### config.mk
export PLATFORM = sky130hd
export DESIGN_NAME = mmio_stream_ctrl
export DESIGN_NICKNAME = d
export VERILOG_FILES = /design/src/rtl/mmio_stream_pkg.sv /design/src/rtl/mmio_addr_dec.sv /design/src/rtl/mmio_in_chan.sv /design/src/rtl/mmio_out_chan.sv /design/src/rtl/mmio_stream_ctrl.sv
export SDC_FILE = /design/constraint.sdc
export NUM_CORES = 1
export LEC_CHECK = 0
export BUFFER_PORTS_ARGS = -buffer_cell sky130_fd_sc_hd__buf_4
export CAP_MARGIN = 20
export CORE_ASPECT_RATIO = 1.75
export CORE_MARGIN = 2
export CORE_UTILIZATION = 41
export CTS_CLUSTER_DIAMETER = 150
export DETAILED_ROUTE_END_ITERATION = 8
export GPL_TIMING_DRIVEN = 0
export HOLD_SLACK_MARGIN = 0.08
export PLACE_DENSITY_LB_ADDON = 0.08
export SYNTH_ARGS = -nofsm -noshare
export SYNTH_HDL_FRONTEND = slang
export SYNTH_SLANG_ARGS = --single-unit
### constraint.sdc
create_clock -name clk_i -period 2.2 [get_ports clk_i]
set_input_delay 0 -clock clk_i [delete_from_list [all_inputs] [get_ports clk_i]]
set_output_delay 0 -clock clk_i [all_outputs]
set_load 0.01 [all_outputs]
### src/rtl/mmio_stream_pkg.sv
package mmio_stream_pkg;
  // two-bit two's complement status: sign-extends directly to the bus word
  typedef enum logic [1:0] {
    ST_BUSY = 2'b00,
    ST_DONE = 2'b01,
    ST_EOF  = 2'b11
  } io_stat_e;

  localparam int unsigned NUM_IO_LOC = 4;
  localparam int unsigned LOC_IN_DATA  = 0;
  localparam int unsigned LOC_IN_STAT  = 1;
  localparam int unsigned LOC_OUT_DATA = 2;
  localparam int unsigned LOC_OUT_STAT = 3;
endpackage

### src/rtl/mmio_addr_dec.sv
module mmio_addr_dec
  import mmio_stream_pkg::*;
#(
  parameter int unsigned ADDR_W = 32
) (
  input  logic                  valid_i,
  input  logic [ADDR_W-1:0]     addr_i,
  output logic [NUM_IO_LOC-1:0] io_sel_o,
  output logic                  mem_sel_o
);
  localparam logic [ADDR_W-1:0] TOP_ADDR = '1;

  for (genvar k = 0; k < NUM_IO_LOC; k++) begin : g_loc
    localparam logic [ADDR_W-1:0] LOC_ADDR = TOP_ADDR - ADDR_W'(k);
    assign io_sel_o[k] = valid_i && (addr_i == LOC_ADDR);
  end

  assign mem_sel_o = valid_i && (io_sel_o == '0);

  // at most one target per access
  always_comb begin
    a_r2_single_target: assert ($onehot0({io_sel_o, mem_sel_o}));
  end
endmodule

### src/rtl/mmio_in_chan.sv
module mmio_in_chan
  import mmio_stream_pkg::*;
#(
  parameter int unsigned DATA_W = 32
) (
  input  logic              clk_i,
  input  logic              rst_ni,
  input  logic              start_i,
  input  logic              src_valid_i,
  input  logic [DATA_W-1:0] src_data_i,
  input  logic              src_eof_i,
  output logic              src_ready_o,
  output logic [DATA_W-1:0] data_o,
  output io_stat_e          stat_o
);
  io_stat_e          stat_q;
  logic [DATA_W-1:0] data_q;

  always_ff @(posedge clk_i or negedge rst_ni) begin
    if (!rst_ni) begin
      stat_q <= ST_DONE;
      data_q <= '0;
    end else if (stat_q == ST_BUSY) begin
      if (src_valid_i) begin
        if (src_eof_i) begin
          stat_q <= ST_EOF;
        end else begin
          stat_q <= ST_DONE;
          data_q <= src_data_i;
        end
      end
    end else if (start_i) begin
      stat_q <= ST_BUSY;
    end
  end

  assign src_ready_o = (stat_q == ST_BUSY);
  assign data_o      = data_q;
  assign stat_o      = stat_q;

  a_r3_start_fetch: assert property (@(posedge clk_i) disable iff (!rst_ni)
    (start_i && !src_ready_o) |=> src_ready_o);
  a_r4_capture_word: assert property (@(posedge clk_i) disable iff (!rst_ni)
    (src_ready_o && src_valid_i && !src_eof_i) |=>
      (data_o == $past(src_data_i)) && (stat_o == ST_DONE));
  a_r4_eof_keeps_data: assert property (@(posedge clk_i) disable iff (!rst_ni)
    (src_ready_o && src_valid_i && src_eof_i) |=> (stat_o == ST_EOF) && $stable(data_o));
  a_r5_fetch_holds: assert property (@(posedge clk_i) disable iff (!rst_ni)
    (src_ready_o && !src_valid_i) |=> src_ready_o && $stable(data_o));
endmodule

### src/rtl/mmio_out_chan.sv
module mmio_out_chan
  import mmio_stream_pkg::*;
#(
  parameter int unsigned DATA_W = 32
) (
  input  logic              clk_i,
  input  logic              rst_ni,
  input  logic              data_we_i,
  input  logic [DATA_W-1:0] data_i,
  input  logic              start_i,
  output logic              snk_valid_o,
  output logic [DATA_W-1:0] snk_data_o,
  input  logic              snk_ready_i,
  output io_stat_e          stat_o
);
  io_stat_e          stat_q;
  logic [DATA_W-1:0] data_q;
  logic              busy;

  assign busy = (stat_q == ST_BUSY);

  always_ff @(posedge clk_i or negedge rst_ni) begin
    if (!rst_ni) begin
      stat_q <= ST_DONE;
      data_q <= '0;
    end else if (busy) begin
      if (snk_ready_i) stat_q <= ST_DONE;
    end else begin
      if (data_we_i) data_q <= data_i;
      if (start_i)   stat_q <= ST_BUSY;
    end
  end

  assign snk_valid_o = busy;
  assign snk_data_o  = data_q;
  assign stat_o      = stat_q;

  a_r6_start_send: assert property (@(posedge clk_i) disable iff (!rst_ni)
    (start_i && !snk_valid_o) |=> snk_valid_o);
  a_r7_hold_until_ready: assert property (@(posedge clk_i) disable iff (!rst_ni)
    (snk_valid_o && !snk_ready_i) |=> snk_valid_o && $stable(snk_data_o));
  a_r7_done_after_accept: assert property (@(posedge clk_i) disable iff (!rst_ni)
    (snk_valid_o && snk_ready_i) |=> !snk_valid_o && (stat_o == ST_DONE));
endmodule

### src/rtl/mmio_stream_ctrl.sv
module mmio_stream_ctrl
  import mmio_stream_pkg::*;
#(
  parameter int unsigned ADDR_W = 32,
  parameter int unsigned DATA_W = 32
) (
  input  logic              clk_i,
  input  logic              rst_ni,
  input  logic              req_valid_i,
  input  logic              req_we_i,
  input  logic [ADDR_W-1:0] req_addr_i,
  input  logic [DATA_W-1:0] req_wdata_i,
  output logic [DATA_W-1:0] req_rdata_o,
  output logic              mem_req_o,
  output logic              mem_we_o,
  output logic [ADDR_W-1:0] mem_addr_o,
  output logic [DATA_W-1:0] mem_wdata_o,
  input  logic [DATA_W-1:0] mem_rdata_i,
  input  logic              src_valid_i,
  input  logic [DATA_W-1:0] src_data_i,
  input  logic              src_eof_i,
  output logic              src_ready_o,
  output logic              snk_valid_o,
  output logic [DATA_W-1:0] snk_data_o,
  input  logic              snk_ready_i
);
  localparam int unsigned STAT_W = $bits(io_stat_e);

  logic [NUM_IO_LOC-1:0] io_sel;
  logic                  mem_sel;
  logic                  wr_zero;
  io_stat_e              in_stat, out_stat;
  logic [DATA_W-1:0]     in_data, out_data;
  logic [DATA_W-1:0]     in_stat_word, out_stat_word;

  mmio_addr_dec #(.ADDR_W(ADDR_W)) u_dec (
    .valid_i   (req_valid_i),
    .addr_i    (req_addr_i),
    .io_sel_o  (io_sel),
    .mem_sel_o (mem_sel)
  );

  assign wr_zero = req_we_i && (req_wdata_i == '0);

  mmio_in_chan #(.DATA_W(DATA_W)) u_in (
    .clk_i       (clk_i),
    .rst_ni      (rst_ni),
    .start_i     (io_sel[LOC_IN_STAT] && wr_zero),
    .src_valid_i (src_valid_i),
    .src_data_i  (src_data_i),
    .src_eof_i   (src_eof_i),
    .src_ready_o (src_ready_o),
    .data_o      (in_data),
    .stat_o      (in_stat)
  );

  mmio_out_chan #(.DATA_W(DATA_W)) u_out (
    .clk_i       (clk_i),
    .rst_ni      (rst_ni),
    .data_we_i   (io_sel[LOC_OUT_DATA] && req_we_i),
    .data_i      (req_wdata_i),
    .start_i     (io_sel[LOC_OUT_STAT] && wr_zero),
    .snk_valid_o (snk_valid_o),
    .snk_data_o  (snk_data_o),
    .snk_ready_i (snk_ready_i),
    .stat_o      (out_stat)
  );

  assign out_data      = snk_data_o;
  assign in_stat_word  = {{(DATA_W-STAT_W){in_stat[STAT_W-1]}}, in_stat};
  assign out_stat_word = {{(DATA_W-STAT_W){out_stat[STAT_W-1]}}, out_stat};

  always_comb begin
    unique case (1'b1)
      io_sel[LOC_IN_DATA]:  req_rdata_o = in_data;
      io_sel[LOC_IN_STAT]:  req_rdata_o = in_stat_word;
      io_sel[LOC_OUT_DATA]: req_rdata_o = out_data;
      io_sel[LOC_OUT_STAT]: req_rdata_o = out_stat_word;
      default:              req_rdata_o = mem_rdata_i;
    endcase
  end

  assign mem_req_o   = mem_sel;
  assign mem_we_o    = mem_sel && req_we_i;
  assign mem_addr_o  = req_addr_i;
  assign mem_wdata_o = req_wdata_i;

  // the top four words never reach memory
  a_r8_io_not_forwarded: assert property (@(posedge clk_i) disable iff (!rst_ni)
    (req_valid_i && (req_addr_i[ADDR_W-1:2] == '1)) |-> !mem_req_o);
  a_r8_others_forwarded: assert property (@(posedge clk_i) disable iff (!rst_ni)
    (req_valid_i && (req_addr_i[ADDR_W-1:2] != '1)) |-> mem_req_o && (mem_we_o == req_we_i));
endmodule

==> summary.txt, run 1 <==
Clocking
  – Sink Count: 67
  – Clock transition at the registers of the reported paths: 0.06 ns
  – Clock tree root buffer cell: clkbuf_16
  – Cts repair resizes: 0
  – Total CTS buffers: 9
  – TritonCTS clock tree: done
  – Worst skew pair latency: 0.33 ns
  – CTS Buffer Depth: 2
  – H-Tree Level Count: 3

Logic synthesis
  – Post-synth ARST share: 1.00
  – YS warnings: 0
  – Mapped cell area: 4290 µm²
  – Largest cells by area after synthesis: dfrtp_1, mux2_2, buf_4, mux2_4, mux2i_1
  – Post-synth top area cell: dfrtp_1
  – Post-synth EDFFs: 0
  – Register area share after synthesis: 0.391
  – Top post-synthesis cells by count: dfrtp_1, buf_4, mux2_2
  – Cells after synthesis: 352
  – Synth top area share: 0.379
  – Synth unique cells: 30
  – Top FF cell, synth: dfrtp_1
  – Avg Inst Size Synth: 12.2 µm²
  – Top-count cell post-synth: dfrtp_1
  – Number of synthesized register bits: 67
  – Syn_nets: 487

Timing
  – Fmax: 484 MHz
  – Slew @ Worst Pin: 0.870 ns
  – Setup violators final: 0
  – Final Hold Fails: 0
  – Slew headroom: 0.420
  – Tcrit/Tclk final: 0.939
  – TNS Setup: 0 ns
  – Max Clock Skew: 0.00738 ns
  – Fin. max-slew vios: 0
  – Tmin final: 2.06 ns
  – RSZ-0062 raised after global routing: false

Job
  – Max-cap check violation count: 0

Setup path
  – CP startpoint kind: flip-flop
  – WP data arrival: 2.06 ns
  – Critical path capture point type: output pin
  – Worst r2r path cells: 3
  – Type of the worst setup path: flip-flop to output pin
  – Required @ worst endpoint: 2.20 ns
  – CP max FO: 10

Global routing
  – Largest net degree at the start of global routing: 68
  – Total GRT Usage: 0.260
  – Initial antenna violation count: 0
  – First-pass GRT wire length: 22200 µm
  – GRT overflow: 0
  – Vias in the first global route: 4349

Drt
  – Antenna viol nets, final: 0
  – Drt pass-1 iters: 4
  – Vias/cell: 4.95
  – Drt drc: 0
  – WL/cell: 18.0 µm
  – Routed via count: 4107
  – 1st-iter DRT viols: 132
  – Final WL: 14900 µm

Die
  – Num rows: 49
  – Die Height: 139 µm
  – Starting Density: 0.419
  – Die width: 81.3 µm
  – Core area: 10200 µm²
  – Die area: 11300 µm²
  – I/O pin count: 267

Worst hold path
  – Hold path cells: 3
  – Hold Path Class: input port to flip-flop

Status
  – Status: completed

Power and ir drop
  – Internal power: 2.74 mW
  – Max VDD drop: 427 µV
  – Clk pwr share: 0.399
  – Psw: 899 µW
  – Switching Fraction: 0.247
  – Leakage: 3.90 nW
  – Gate power share: 0.232
  – Sequential share of power: 0.369
  – Power per cell area: 489 nW/µm²

Finish
  – Share of cells above drive strength 1: 0.644
  – Synth-to-Final Area Change: 73.4%
  – Final design utilization: 0.727
  – Nets: 833
  – Diodes inserted: 0

Placement
  – Final GP Congestion: 0.801
  – I/O Buffers: 265
  – Placed wire-length estimate: 11100 µm
==> metrics by stage <==
step / area [µm²] / power (mW) / std cells / setup WS (ns) / hold WS (ns)
floorplan: 4290 / 1.67 / 352 / 0.631 / -0.296
CTS: 7440 / 3.66 / 830 / 0.162 / 0.0893
global placement: 6440 / 2.09 / 744 / 0.258 / 0.162
global route: 7440 / 3.79 / 830 / 0.0421 / 0.104
finish: 7440 / 3.64 / 830 / 0.135 / 0.0932
detailed placement: 6440 / 2.11 / 744 / 0.227 / 0.162
==> power groups by stage <==
stage	registers, mW	logic [mW]	clock network, mW
floorplan	1.35	0.318	0
global placement	1.36	0.729	0
detailed placement	1.36	0.741	0
CTS	1.34	0.845	1.47
global route	1.35	0.906	1.53
finish	1.34	0.844	1.45
==> sequential cells by signal, summed over array words and instances (netlist names) <==
signal and cells:
u_out.snk_data_o 32, u_in.stat_o 2, u_in.data_o 32, u_out.stat_o 1
==> cell usage in the layout, fill, tap and decap left out <==
master | Yosys | final
buf_2 | 6 | 6
dlygate4sd3_1 | 0 | 70
o32a_1 | 3 | 3
inv_1 | 2 | 2
nand2_1 | 3 | 3
dfstp_2 | 2 | 2
mux2i_1 | 31 | 31
mux2_1 | 8 | 8
nor4b_2 | 1 | 1
nor4_1 | 7 | 7
clkbuf_16 | 0 | 9
nand4_1 | 12 | 12
nand3_1 | 1 | 1
nand2b_1 | 1 | 1
clkbuf_8 | 0 | 1
clkbuf_1 | 7 | 7
buf_6 | 6 | 6
nor2_1 | 2 | 2
nor3_1 | 1 | 1
mux2_4 | 30 | 30
nand3_4 | 1 | 1
and3b_1 | 1 | 1
clkinvlp_4 | 0 | 2
nor2b_1 | 1 | 1
mux2_2 | 58 | 58
and2_1 | 1 | 1
clkinv_2 | 0 | 2
mux4_2 | 1 | 1
inv_6 | 0 | 1
nand4_4 | 1 | 1
buf_4 | 64 | 329
o21ai_0 | 31 | 31
nor4_4 | 2 | 2
or3_1 | 2 | 2
bufinv_16 | 0 | 1
dfrtp_1 | 65 | 65
a21oi_1 | 1 | 1
==> worst max-delay path: stages, from the launching register on <==
cell	delay (ns)
dfrtp_1	0.44
nand3_1	0.18
clkbuf_1	0.42
o21ai_0	0.22
mux2_1	0.33
buf_4	0.15
==> routing by layer <==
metal | global-route usage | routed length [µm]
met4 | 0.0999 | 446
met2 | 0.494 | 8370
met3 | 0.0460 | 971
met1 | 0.270 | 5110
met5 | 0 | 0
==> path summary, 6_finish.rpt <==
path | startpoint | slack, ns | to
max | u_in.stat_o[1] | 0.14 | req_rdata_o[12]
min | src_eof_i | 0.09 | u_in.data_o[30]
max reg2reg | u_in.stat_o[1] | 0.21 | u_in.data_o[9]
min reg2reg | u_in.data_o[15] | 0.51 | u_in.data_o[15]
max in group asynchronous | rst_ni | 1.30 | u_in.data_o[2]
min in group asynchronous | rst_ni | 0.32 | u_out.snk_data_o[22]
==> area by class of cell <==
type,instances,area (µm²)
inverters,2,7.51
clock inverters,6,63.8
flip-flops and latches,67,1680
plain buffers,83,604
clock buffers,10,239
multi-input cells,200,2000
repair buffers,335,2690
fillers,742,2800
well taps,127,159
==> cells by family after synthesis <==
family / share of synthesized area
multiplexers: 0.356
buffers and inverters: 0.143
AO/OA/AOI/OAI: 0.0443
AND/OR/NAND/NOR: 0.0662
flip-flops: 0.391
==> what timing repair did <==
item,CTS,global route
setup buffers,0,0
hold endpoints to repair,132,0
hold buffers,70,0
No activity file was read; power rests on OpenSTA's default activity.
==> run 2: changes to the inputs <==
CORE_MARGIN = 8   (was 2)
GPL_TIMING_DRIVEN = not set   (was 0)
==> summary.txt, run 2 (synthesized netlist as in run 1, its figures left out) <==
Clocking
  – TritonCTS clock tree: done
  – Cts repair resizes: 0 (unchanged)
  – Total CTS buffers: 9 (unchanged)
  – Sink Count: 67 (unchanged)
  – Worst skew pair latency: 0.32 ns (about the same)
  – H-Tree Level Count: 3 (unchanged)
  – CTS Buffer Depth: 2 (unchanged)
  – Post-CTS Setup Inserts: 0 (unchanged)
  – Clock tree root buffer cell: clkbuf_16
  – Clock transition at the registers of the reported paths: 0.05 ns (about the same)

Finish
  – Most common cell after layout, fill and taps aside: buf_4
  – Synth-to-Final Area Change: 61.6%
  – Share of cells above drive strength 1: 0.608 (-0.0361)
  – Nets: 759 (-8.9%)
  – Most frequent cells in the layout: buf_4, dlygate4sd3_1, dfrtp_1, mux2_2
  – Diodes inserted: 0 (unchanged)

Setup path
  – Flop2flop setup slack: 0.59 ns (+0.38 ns)
  – CP startpoint kind: input port
  – WP data arrival: 2.18 ns (+0.12 ns)
  – CP delay by family, top: simple AND/OR/NAND/NOR gates
  – Reg2Reg Launch Point: u_in.stat_o[1]
  – Worst r2r path cells: 3 (unchanged)
  – CP Cell Sequence: dlygate4sd3_1, buf_4, nor4_1, nand4_1, or3_1, o32a_1
  – Required @ worst endpoint: 2.40 ns (+0.20 ns)
  – CP max FO: 3 (-7)
  – Crit-path slowest cell: dlygate4sd3_1
  – Slowest stage delay, CP: 0.53 ns (+0.09 ns)
  – Critical path capture point type: flip-flop
  – Type of the worst setup path: input port to flip-flop
  – Reg-to-reg endpoint: u_in.data_o[10]
  – CP Buf/Inv Count: 2 (unchanged)

Die
  – Starting Density: 0.419 (unchanged)
  – I/O pin count: 267 (unchanged)
  – Die Height: 151 µm (+8.6%)
  – Core area: 10200 µm² (unchanged)
  – Die area: 14100 µm² (+25%)
  – Die width: 93.3 µm (+15%)
  – Num rows: 49 (unchanged)

Worst hold path
  – Hold Path Class: input port to flip-flop
  – Hold Path End: u_in.stat_o[1]
  – Hold path start: src_eof_i
  – Hold path cells: 3 (unchanged)

Drt
  – Drt pass-1 iters: 4 (unchanged)
  – Final WL: 15300 µm (+2.5%)
  – WL/cell: 20.2 µm (+13%)
  – Routed via count: 3863 (-5.9%)
  – Antenna viol nets, final: 0 (unchanged)
  – 1st-iter DRT viols: 89 (-33%)
  – Drt drc: 0 (unchanged)
  – Vias/cell: 5.12 (+3.4%)

Global routing
  – Initial antenna violation count: 0 (unchanged)
  – Largest net degree at the start of global routing: 68 (unchanged)
  – First-pass GRT wire length: 23100 µm (+4.1%)
  – Global routing's busiest layer: met2
  – Met3 Use GR: 0.0680 (+0.0219)
  – GR Layer Usage met2: 0.394 (-0.100)
  – Total GRT Usage: 0.210 (-0.0504)
  – GRT overflow: 0 (unchanged)
  – Met1 GRT Util: 0.206 (-0.0639)
  – Vias in the first global route: 4399 (+1.1%)

Timing
  – Final Hold Fails: 0 (unchanged)
  – RSZ-0062 raised after global routing: false
  – Max Clock Skew: 0.00593 ns (-0.00146 ns)
  – Fin. max-slew vios: 0 (unchanged)
  – Worst hold slack: 0.105 ns (+0.0122 ns)
  – Tcrit/Tclk final: 0.900 (-0.0389)
  – Tmin final: 1.98 ns (-0.0855 ns)
  – Slew @ Worst Pin: 0.876 ns (+0.00615 ns)
  – Setup violators final: 0 (unchanged)
  – Slew headroom: 0.416 (-0.00410)
  – Fmax: 505 MHz (+4.3%)
  – TNS Setup: 0 ns (unchanged)

Placement
  – Final GP Congestion: 0.798 (-0.40%)
  – I/O Buffers: 266 (+0.38%)
  – Placed wire-length estimate: 11400 µm (+3.2%)

Power and ir drop
  – Leakage: 3.58 nW (-8.2%)
  – Max VDD drop: 403 µV (-5.7%)
  – Power per cell area: 523 nW/µm² (+7.0%)

Status
  – Status: completed

Job
  – Max-cap check violation count: 0 (unchanged)
## run 2: worst max-delay path by stage
| stage | endpoint | cells after the start | start |
|---|---|---|---|
| finish | u_in.stat_o[1] | 6 | req_wdata_i[6] |
| global route | u_in.stat_o[1] | 6 | req_wdata_i[6] |
| CTS | u_in.stat_o[1] | 6 | req_wdata_i[6] |
| detailed placement | u_in.stat_o[1] | 5 | req_wdata_i[6] |
| global placement | u_in.stat_o[1] | 5 | req_wdata_i[6] |
| floorplan | u_in.data_o[0] | 3 | u_in.stat_o[1] |
## run 2: worst register-to-register path, cell delays in order, from the launching register on
cell and delay [ns]:
dfrtp_1 0.47, nor4b_4 0.33, buf_4 0.32, mux2_2 0.38
## run 2: layout make-up
cell class                      count  area [µm²]
Inverter                            2        7.51
Tap cell                          127         159
Clock buffer                       13         250
Sequential cell                    67        1680
Fill cell                         799        3300
Clock inverter                      2        60.1
Timing Repair Buffer              344        2770
Multi-Input combinational cell    200        2010
## run 2: through the flow
step	setup slack (ns)	instances	power [mW]	instance area, µm²	utilization
final	0.221	755	3.62	6940	0.677
after global placement	0.426	670	2.01	5920	0.579
after detailed placement	0.416	670	2.03	5920	0.579
after floorplan	0.631	352	1.67	4290	-
after global routing	0.156	755	3.77	6940	0.677
after CTS	0.211	755	3.66	6940	0.677
## run 2: metal layers
metal	up-vias	wire length (µm)
li1	1751	-
met1	1895	5210
met2	195	8450
met3	22	1260
met4	0	357
met5	-	0
## run 2: timing repair
item | CTS | global route
setup endpoints to repair | 0 | 0
hold buffers | 70 | 0
endpoints found under the hold margin | 132 | 0
## run 2: where the power goes
group	switching [mW]	internal (mW)
clock network	0.502	1.02
logic	0.299	0.461
registers	0.0404	1.30
